## src/rtl/usb3ps_pkg.sv

```systemverilog
package usb3ps_pkg;
    typedef enum logic [1:0] {
        RST_IDLE = 2'd0,
        RST_HOT  = 2'd1,
        RST_WARM = 2'd2
    } rst_state_e;

    localparam int WORD_W    = 32;
    localparam int LS_W      = 4;
    localparam int SPD_W     = 4;
    localparam int N_CHG     = 7;

    localparam int B_WARM    = 31;
    localparam int B_REMOV   = 30;
    localparam int B_WAKE_LO = 25;
    localparam int B_COLD    = 24;
    localparam int B_CHG_LO  = 17;
    localparam int B_STROBE  = 16;
    localparam int B_IND_LO  = 14;
    localparam int B_SPD_LO  = 10;
    localparam int B_PWR     = 9;
    localparam int B_LS_LO   = 5;
    localparam int B_HOT     = 4;
    localparam int B_OVC     = 3;
    localparam int B_ENA     = 1;
    localparam int B_CONN    = 0;

    localparam int C_CONN  = 0;
    localparam int C_ENA   = 1;
    localparam int C_WARM  = 2;
    localparam int C_OVC   = 3;
    localparam int C_HOT   = 4;
    localparam int C_LINK  = 5;
    localparam int C_CFG   = 6;

    localparam logic [LS_W-1:0] LS_RESET = 4'd5;
endpackage

```

## src/rtl/usb3ps_reset_fsm.sv

```systemverilog
module usb3ps_reset_fsm
    import usb3ps_pkg::*;
(
    input  logic clk,
    input  logic rst_n,
    input  logic start_hot,
    input  logic start_warm,
    input  logic hot_done,
    input  logic warm_done,
    output logic hot_active,
    output logic warm_active,
    output logic hot_finish,
    output logic warm_finish
);
    rst_state_e state_q, state_d;

    always_ff @(posedge clk or negedge rst_n) begin
        if (!rst_n) state_q <= RST_IDLE;
        else        state_q <= state_d;
    end

    always_comb begin
        state_d = state_q;
        unique case (state_q)
            RST_IDLE: begin
                if (start_warm)     state_d = RST_WARM;
                else if (start_hot) state_d = RST_HOT;
            end
            RST_HOT:  if (hot_done)  state_d = RST_IDLE;
            RST_WARM: if (warm_done) state_d = RST_IDLE;
            default:  state_d = RST_IDLE;
        endcase
    end

    always_comb begin
        hot_active  = 1'b0;
        warm_active = 1'b0;
        hot_finish  = 1'b0;
        warm_finish = 1'b0;
        unique case (state_q)
            RST_IDLE: ;
            RST_HOT: begin
                hot_active = 1'b1;
                hot_finish = hot_done;
            end
            RST_WARM: begin
                warm_active = 1'b1;
                warm_finish = warm_done;
            end
            default: ;
        endcase
    end


    hot_hold_chk: assert property (@(posedge clk) disable iff (!rst_n)
        (hot_active && !hot_done) |=> hot_active);

    warm_hold_chk: assert property (@(posedge clk) disable iff (!rst_n)
        (warm_active && !warm_done) |=> warm_active);

    one_reset_chk: assert property (@(posedge clk) disable iff (!rst_n)
        !(hot_active && warm_active));
endmodule

```

## src/rtl/usb3ps_change_flags.sv

```systemverilog
module usb3ps_change_flags #(
    parameter int N = 7
) (
    input  logic         clk,
    input  logic         rst_n,
    input  logic [N-1:0] set_i,
    input  logic [N-1:0] clr_i,
    output logic [N-1:0] flags_o
);
    for (genvar i = 0; i < N; i++) begin : g_flag
        always_ff @(posedge clk or negedge rst_n) begin
            if (!rst_n)        flags_o[i] <= 1'b0;
            else if (set_i[i]) flags_o[i] <= 1'b1;
            else if (clr_i[i]) flags_o[i] <= 1'b0;
        end
    end


    flag_quiet_chk: assert property (@(posedge clk) disable iff (!rst_n)
        (set_i == '0 && clr_i == '0) |=> $stable(flags_o));

    set_wins_chk: assert property (@(posedge clk) disable iff (!rst_n)
        (set_i != '0) |=> ((flags_o & $past(set_i)) == $past(set_i)));
endmodule

```

## src/rtl/usb3ps_link_state.sv

```systemverilog
module usb3ps_link_state #(
    parameter int          W         = 4,
    parameter logic [W-1:0] RESET_VAL = 4'd5
) (
    input  logic         clk,
    input  logic         rst_n,
    input  logic         sw_wr,
    input  logic [W-1:0] sw_val,
    input  logic         hw_chg,
    input  logic [W-1:0] hw_val,
    output logic [W-1:0] state_o,
    output logic         req_o,
    output logic [W-1:0] req_state_o
);
    always_ff @(posedge clk or negedge rst_n) begin
        if (!rst_n) begin
            state_o     <= RESET_VAL;
            req_o       <= 1'b0;
            req_state_o <= '0;
        end else begin
            if (hw_chg)     state_o <= hw_val;
            else if (sw_wr) state_o <= sw_val;
            req_o <= sw_wr;
            if (sw_wr) req_state_o <= sw_val;
        end
    end


    ls_hold_chk: assert property (@(posedge clk) disable iff (!rst_n)
        (!sw_wr && !hw_chg) |=> $stable(state_o));

    ls_hw_chk: assert property (@(posedge clk) disable iff (!rst_n)
        hw_chg |=> (state_o == $past(hw_val)));
endmodule

```

## src/rtl/usb3_port_status.sv

```systemverilog
module usb3_port_status
    import usb3ps_pkg::*;
#(
    parameter int NUM_USB2 = 16,
    parameter int PORT_IDX = 0,
    parameter int ADDR_W   = 16
) (
    input  logic              clk,
    input  logic              rst_n,
    input  logic [ADDR_W-1:0] bus_addr,
    input  logic              bus_wr_en,
    input  logic [31:0]       bus_wr_data,
    output logic [31:0]       bus_rd_data,
    input  logic              port_connected,
    input  logic              port_cold_attach,
    input  logic              port_overcurrent,
    input  logic              port_enabled,
    input  logic [3:0]        port_speed,
    input  logic              link_chg_evt,
    input  logic [3:0]        link_chg_state,
    input  logic              hot_reset_done,
    input  logic              warm_reset_done,
    input  logic              cfg_err_evt,
    output logic              hot_reset_req,
    output logic              warm_reset_req,
    output logic              link_req,
    output logic [3:0]        link_req_state,
    output logic              port_disable_req,
    output logic              port_power
);
    localparam int                REG_OFF_I = 'h480 + NUM_USB2 * 'h10 + PORT_IDX * 'h10;
    localparam logic [ADDR_W-1:0] REG_OFF   = REG_OFF_I[ADDR_W-1:0];

    logic              sel, wr_hit;
    logic              conn_q, cold_q, ovc_q, ena_q;
    logic              removable_q, power_q;
    logic [2:0]        wake_q;
    logic [1:0]        ind_q;
    logic              disable_q;
    logic [N_CHG-1:0]  chg_set, chg_clr, chg_flags;
    logic [LS_W-1:0]   ls_cur;
    logic              hot_fin, warm_fin;

    assign sel    = (bus_addr == REG_OFF);
    assign wr_hit = sel && bus_wr_en;

    usb3ps_reset_fsm u_rst (
        .clk        (clk),
        .rst_n      (rst_n),
        .start_hot  (wr_hit && bus_wr_data[B_HOT]),
        .start_warm (wr_hit && bus_wr_data[B_WARM]),
        .hot_done   (hot_reset_done),
        .warm_done  (warm_reset_done),
        .hot_active (hot_reset_req),
        .warm_active(warm_reset_req),
        .hot_finish (hot_fin),
        .warm_finish(warm_fin)
    );

    usb3ps_link_state #(.W(LS_W), .RESET_VAL(LS_RESET)) u_ls (
        .clk        (clk),
        .rst_n      (rst_n),
        .sw_wr      (wr_hit && bus_wr_data[B_STROBE]),
        .sw_val     (bus_wr_data[B_LS_LO +: LS_W]),
        .hw_chg     (link_chg_evt),
        .hw_val     (link_chg_state),
        .state_o    (ls_cur),
        .req_o      (link_req),
        .req_state_o(link_req_state)
    );

    always_ff @(posedge clk or negedge rst_n) begin
        if (!rst_n) begin
            conn_q <= 1'b0;
            cold_q <= 1'b0;
            ovc_q  <= 1'b0;
            ena_q  <= 1'b0;
        end else begin
            conn_q <= port_connected;
            cold_q <= port_cold_attach;
            ovc_q  <= port_overcurrent;
            ena_q  <= port_enabled;
        end
    end

    always_comb begin
        chg_set         = '0;
        chg_set[C_CONN] = (conn_q != port_connected) || (cold_q != port_cold_attach);
        chg_set[C_ENA]  = (ena_q != port_enabled);
        chg_set[C_WARM] = warm_fin;
        chg_set[C_OVC]  = (ovc_q != port_overcurrent);
        chg_set[C_HOT]  = hot_fin;
        chg_set[C_LINK] = link_chg_evt;
        chg_set[C_CFG]  = cfg_err_evt;
        chg_clr         = wr_hit ? bus_wr_data[B_CHG_LO +: N_CHG] : '0;
    end

    usb3ps_change_flags #(.N(N_CHG)) u_flags (
        .clk    (clk),
        .rst_n  (rst_n),
        .set_i  (chg_set),
        .clr_i  (chg_clr),
        .flags_o(chg_flags)
    );

    always_ff @(posedge clk or negedge rst_n) begin
        if (!rst_n) begin
            removable_q <= 1'b0;
            wake_q      <= '0;
            ind_q       <= '0;
            power_q     <= 1'b1;
            disable_q   <= 1'b0;
        end else begin
            disable_q <= wr_hit && bus_wr_data[B_ENA];
            if (wr_hit) begin
                removable_q <= bus_wr_data[B_REMOV];
                wake_q      <= bus_wr_data[B_WAKE_LO +: 3];
                ind_q       <= bus_wr_data[B_IND_LO +: 2];
                power_q     <= bus_wr_data[B_PWR];
            end
        end
    end

    assign port_disable_req = disable_q;
    assign port_power       = power_q;

    always_comb begin
        bus_rd_data = '0;
        if (sel) begin
            bus_rd_data[B_WARM]               = warm_reset_req;
            bus_rd_data[B_REMOV]              = removable_q;
            bus_rd_data[B_WAKE_LO +: 3]       = wake_q;
            bus_rd_data[B_COLD]               = port_cold_attach;
            bus_rd_data[B_CHG_LO +: N_CHG]    = chg_flags;
            bus_rd_data[B_IND_LO +: 2]        = ind_q;
            bus_rd_data[B_SPD_LO +: SPD_W]    = port_speed;
            bus_rd_data[B_PWR]                = power_q;
            bus_rd_data[B_LS_LO +: LS_W]      = ls_cur;
            bus_rd_data[B_HOT]                = hot_reset_req;
            bus_rd_data[B_OVC]                = port_overcurrent;
            bus_rd_data[B_ENA]                = port_enabled;
            bus_rd_data[B_CONN]               = port_connected;
        end
    end


    prc_on_hot_end_chk: assert property (@(posedge clk) disable iff (!rst_n)
        $fell(hot_reset_req) |-> chg_flags[C_HOT]);

    wrc_on_warm_end_chk: assert property (@(posedge clk) disable iff (!rst_n)
        $fell(warm_reset_req) |-> chg_flags[C_WARM]);

    pec_on_enable_chk: assert property (@(posedge clk) disable iff (!rst_n)
        (port_enabled != ena_q) |=> chg_flags[C_ENA]);

    miss_reads_zero_chk: assert property (@(posedge clk) disable iff (!rst_n)
        !sel |-> (bus_rd_data == '0));
endmodule

```

## config.mk

```make
export PLATFORM = sky130hd
export DESIGN_NAME = usb3_port_status
export DESIGN_NICKNAME = d
export VERILOG_FILES = /design/src/rtl/usb3ps_pkg.sv /design/src/rtl/usb3ps_reset_fsm.sv /design/src/rtl/usb3ps_change_flags.sv /design/src/rtl/usb3ps_link_state.sv /design/src/rtl/usb3_port_status.sv
export SDC_FILE = /design/constraint.sdc
export NUM_CORES = 1
export LEC_CHECK = 0
export ABC_AREA = 0
export BUFFER_PORTS_ARGS = -buffer_cell sky130_fd_sc_hd__clkbuf_2
export CORE_MARGIN = 2
export CORE_UTILIZATION = 38
export CTS_BUF_LIST = sky130_fd_sc_hd__clkbuf_8
export DETAILED_ROUTE_END_ITERATION = 16
export GPL_TIMING_DRIVEN = 0
export HOLD_SLACK_MARGIN = 0.03
export MAX_ROUTING_LAYER = met4
export PLACE_DENSITY = 0.84
export SLEW_MARGIN = 25
export SYNTH_ARGS = -nofsm -noshare
export SYNTH_HDL_FRONTEND = slang
export SYNTH_SLANG_ARGS = --single-unit
```

## constraint.sdc

```tcl
create_clock -name clk -period 1.16 [get_ports clk]
set_input_delay 0.116 -clock clk [delete_from_list [all_inputs] [get_ports clk]]
set_output_delay 0.116 -clock clk [all_outputs]
set_load 0.02 [all_outputs]
```

# [Word level (Yosys, flattened, before mapping)]
# Index checks and enable logic that the tools add are counted.
[word_totals] input_bits=67 ff_bits=30 wordCells=76 out_inout_bits=41
[op_classes] n_mux=30 eq_ne=10 n_reduce_logical=16
[op_table] cell="1-bit 2-to-1 mux" n=18
[op_table] cell="16-bit by 11-bit == test with 1-bit output (second input constant)" n=1
[op_table] cell="2-bit nonzero test" n=8
[op_table] cell="13-bit 2-to-1 mux" n=1
[op_table] cell="2-bit 2-to-1 mux" n=6
[op_table] cell="11-bit 2-to-1 mux" n=1
[op_table] cell="4-bit 2-to-1 mux" n=2
[op_table] cell="7-bit 2-to-1 mux" n=1
[op_table] cell="2-bit one-hot mux with 3 select lines" n=1
[op_table] cell="1-bit logical AND" n=5
[op_table] cell="1-bit inequality test" n=4
[op_table] cell="2-bit inequality test (second input constant)" n=2
[op_table] cell="3-bit by 1-bit inequality test with 1-bit output (second input constant)" n=1
[op_table] cell="3-bit AND reduction" n=1
[op_table] cell="2-bit by 1-bit == test with 1-bit output (second input constant)" n=1
[op_table] cell="2-bit == test (second input constant)" n=1
[op_table] cell="2-bit zero test" n=1
[op_table] cell="1-bit logical OR" n=1

# [Longest topological paths before layout]
[depth] depth_word=6 ltp_mapped=6 ltp_nobuf=4

# [Cells and area by module]
# A second synthesis with hierarchy kept.
[hier_totals] cells_unflattened=138 hier_area_um2=1566.5
[by_module_without_submodules] mod="usb3_port_status" instances=1 seq_area_each_um2=301.5 area_each_um2=828.3 cells_per_inst=80
[by_module_without_submodules] mod="usb3ps_link_state" instances=1 seq_area_each_um2=227.7 area_each_um2=374.1 cells_per_inst=26
[by_module_without_submodules] mod="usb3ps_change_flags" instances=1 seq_area_each_um2=175.2 area_each_um2=254.0 cells_per_inst=21
[by_module_without_submodules] mod="usb3ps_reset_fsm" instances=1 seq_area_each_um2=50.0 area_each_um2=110.1 cells_per_inst=11

# [Worst setup path after synthesis]
# OpenSTA, ideal clock, no wires.
[synth_timing] path_type="input to register" start="in bus_addr[9]" end="reg ind_q[0]" n_path_buf=2 t_required_ps=1035 arrival_ps=1229 setup_time_ps=125 cell_stages=6 path_slack_ps=-195 path_cell_list="nor4b_2 > and3_1 > buf_4 > and2_4 > buf_12 > mux2_4"
[synth_via] elab_chain_cells=2
[synth_lines] item="from (decl)" line="usb3_port_status.sv:10" text="input logic [ADDR_W-1:0] bus_addr,"
[synth_lines] item="16-bit by 11-bit == test with 1-bit output" line="usb3_port_status.sv:44" text="assign sel = (bus_addr == REG_OFF);"
[synth_lines] item="1-bit logical AND" line="usb3_port_status.sv:45" text="assign wr_hit = sel && bus_wr_en;"
[synth_lines] item="to (signal assigned)" line="usb3_port_status.sv:118" text="ind_q <= bus_wr_data[B_IND_LO +: 2];"
[synth_lines] item="to (decl)" line="usb3_port_status.sv:38" text="logic [1:0] ind_q;"
# No other way between the ends.
# A chain may end at the register's enable or synchronous reset.

# [Worst setup path in the final report]
[layout_timing] start="in bus_addr[14]" end="out bus_rd_data[19]"
[layout_via] elab_chain_cells=2
[layout_lines] item="16-bit by 11-bit == test with 1-bit output" line="usb3_port_status.sv:44"
[layout_lines] item="11-bit 2-to-1 mux" line="usb3_port_status.sv:129" text="if (sel) begin"
[layout_lines] item="to (decl)" line="usb3_port_status.sv:13" text="output logic [31:0] bus_rd_data,"
# No other way between the ends.

==> flow_summary.json <==
{
  "status": "complete, but fails checks",
  "violations": "negative setup slack",
  "crit_fanout": 10,
  "grt_pass1_vias": 1526,
  "slew_headroom_pct": 51.1,
  "cts_tree": "done",
  "fmax_mhz": 713,
  "grt_pass1_wl_um": 7150,
  "synthMuxAreaShare_pct": 6.70,
  "clock_power_share_pct": 38.7,
  "slew_viol_final": 0,
  "worst_hold_path_type": "input pin to flop",
  "yosys.area_share.simple_pct": 26.7,
  "routabilityCongestion": 0.709,
  "end_kind": "output pin",
  "arrival_ns": 1.29,
  "synth_compound_area_share_pct": 8.38,
  "clk_pin_slew_ns": 0.07,
  "io_pins": 108,
  "drc": 0,
  "finalSetupViolCount": 50,
  "drive_above_1_share_pct": 68.2,
  "die-width_um": 68.2,
  "numPortBuffers": 93,
  "p_switching_mw": 0.508,
  "diodes": 0,
  "worst_skew_pair.late_latency_ns": 0.28,
  "pre_cts_slack_ns": -0.583,
  "fin_skew_ns": 0.000388,
  "final_common_cell": "clkbuf_2",
  "clock_sinks": 30,
  "dieHeight_um": 68.2,
  "p_int_mw": 1.68,
  "synth_top_family_by_area": "simple AND/OR/NAND/NOR gates",
  "synth-xor-area-share_pct": 2.23,
  "yosysSeqAreaShare_pct": 48.1,
  "synth_seq_cells": 30,
  "dp_hpwl_um": 3240,
  "start_util_pct": 39.5,
  "peakVddDrop_uv": 756,
  "antenna_found_initial": 0,
  "grt_usage_pct": 21.8,
  "hold_violations": 0,
  "synth.distinct_cells": 31,
  "syn_inst": 145,
  "vias": 1602,
  "cts_made_buffers": 5,
  "final_cell_mix": "clkbuf_2, buf_8, dfrtp_1, and3_2",
  "path_class": "input pin to output pin",
  "nets": 333,
  "floorplan.rows": 23,
  "dieArea_um2": 4660,
  "grt_remaining_overflow": 0,
  "rsz0062_at_grt": "yes",
  "reg2reg_slack_ns": 0.11,
  "firstDrtPassIters": 4,
  "fin_cells": 317,
  "synthAdderAreaFrac_pct": 0,
  "syn_to_final_growth_pct": 83.7,
  "h-tree-depth": 2,
  "drtIter0Drc": 82,
  "yosys_warnings": 0,
  "start_kind": "input pin",
  "worst_hold_slack_ns": 0.0645,
  "netlist_area_um2": 1570,
  "vias_per_cell": 5.05,
  "grt_max_degree": 31,
  "fin_crit_sh_pct": 121,
  "tightestPinTransition_ns": 0.734,
  "critPathRequiredTime_ns": 1.04,
  "seqPwrFrac_pct": 49.4,
  "worst_slack_ns": -0.242,
  "comb_power_share_pct": 11.9,
  "cap_violations": 0,
  "core-area_um2": 3970,
  "routed_wl_um": 4990,
  "ant_nets": 0,
  "power.density_nw_per_um2": 759,
  "p_sw_share_pct": 23.2,
  "wl_per_cell_um": 15.7,
  "syn_area_per_cell_um2": 10.8,
  "dpl.cell_count": 291,
  "root_buffer": "clkbuf_8",
  "p_leak_nw": 1.45,
  "clk_path_buf_depth": 2,
  "timing.final.crit_period_ns": 1.40
}
==> critical path, cell delays in order <==
cell,delay [ns]
buf_6,0.10
nor4_4,0.30
and3_4,0.30
buf_8,0.14
and3_2,0.19
clkbuf_8,0.14
==> per-layer routing <==
metal,vias to the layer above,track usage [%],part of all wire (%)
li1,754,-,-
met2,80,39.0,54
met5,-,-,0
met1,764,24.7,39
met4,0,4.00,0.84
met3,4,5.76,6.4
==> path summary, 6_finish.rpt <==
| kind | from | endpoint | depth (start not counted) |
|---|---|---|---|
| max | bus_addr[14] | bus_rd_data[19] | 6 |
| min | bus_wr_data[1] | port_disable_req | 2 |
| max reg2reg | u_rst.state_q[1] | u_flags.flags_o[2] | 3 |
| min reg2reg | u_flags.flags_o[3] | u_flags.flags_o[3] | 1 |
| max in group asynchronous | rst_n | u_rst.state_q[0] | 2 |
| min in group asynchronous | rst_n | port_disable_req | 2 |
==> sequential cells by signal, summed over array words and instances (netlist names), 2 cells and up <==
signal and flops:
ind_q 2, u_flags.flags_o 7, u_ls.req_state_o 4, u_ls.state_o 4, wake_q 3, u_rst.state_q 2
==> synth_stat cells, drive strengths merged <==
cell type / n / area (µm²)
a21oi: 2 / 10.0
xor2: 4 / 35.0
conb: 1 / 3.75
a211o: 1 / 8.76
nand2b: 2 / 12.5
clkbuf: 6 / 23.8
and2: 2 / 15.0
buf: 9 / 87.6
nor4b: 3 / 53.8
or2: 1 / 6.26
dfrtp: 27 / 676
inv: 2 / 7.51
nand4: 5 / 31.3
nand2: 4 / 15.0
o21ai: 8 / 40.0
nor4: 1 / 12.5
nor2: 5 / 18.8
nand4b: 1 / 8.76
dfstp: 3 / 78.8
mux2: 7 / 105
a31oi: 4 / 25.0
a21o: 4 / 30.0
nand3: 9 / 45.0
and3: 30 / 188
nor2b: 2 / 12.5
a22o: 2 / 17.5
==> per-stage QoR <==
step	util [%]	instance area [µm²]	setup TNS (ns)	total power, mW
after detailed placement	54.7	2170	-21.63	1.32
after floorplan	-	1640	-3.31	1.17
after CTS	68.0	2700	-9.63	2.16
after global placement	54.7	2170	-19.97	1.31
after global routing	72.5	2880	-11.13	2.29
final	72.5	2880	-8.93	2.19
==> power by group through the flow <==
stage / combinational (mW) / clock (mW) / sequential (mW)
finish: 0.261 / 0.846 / 1.08
global route: 0.284 / 0.920 / 1.08
CTS: 0.239 / 0.844 / 1.08
detailed placement: 0.218 / 0 / 1.10
global placement: 0.211 / 0 / 1.10
floorplan: 0.0728 / 0 / 1.10
==> kinds of logic (layout without fill, tap and decap cells) <==
logic type,count (synthesis),in the layout
other,1,4
XOR/XNOR,4,4
flip-flops,30,30
buffers and inverters,17,136
AO/OA/AOI/OAI,21,21
AND/OR/NAND/NOR,65,65
multiplexers,7,7
==> layout make-up <==
cell class / count / area (µm²)
fillers: 260 / 1090
clock inverters: 2 / 8.76
repair buffers: 113 / 982
plain buffers: 13 / 139
multi-input cells: 101 / 841
clock buffers: 6 / 82.6
flip-flops and latches: 30 / 757
well taps: 50 / 62.6
inverters: 2 / 7.51
==> repair_timing <==
item | 4_1_cts | 5_1_grt
gates resized for setup | 77 | 57
pin swaps | 8 | 18
cloned | 1 | 0
hold buffers | 6 | 0
setup endpoints to repair | 38 | 52
hold endpoints to repair | 32 | 0
buffers inserted | 4 | 9
Power figures use the tool's default switching activity.
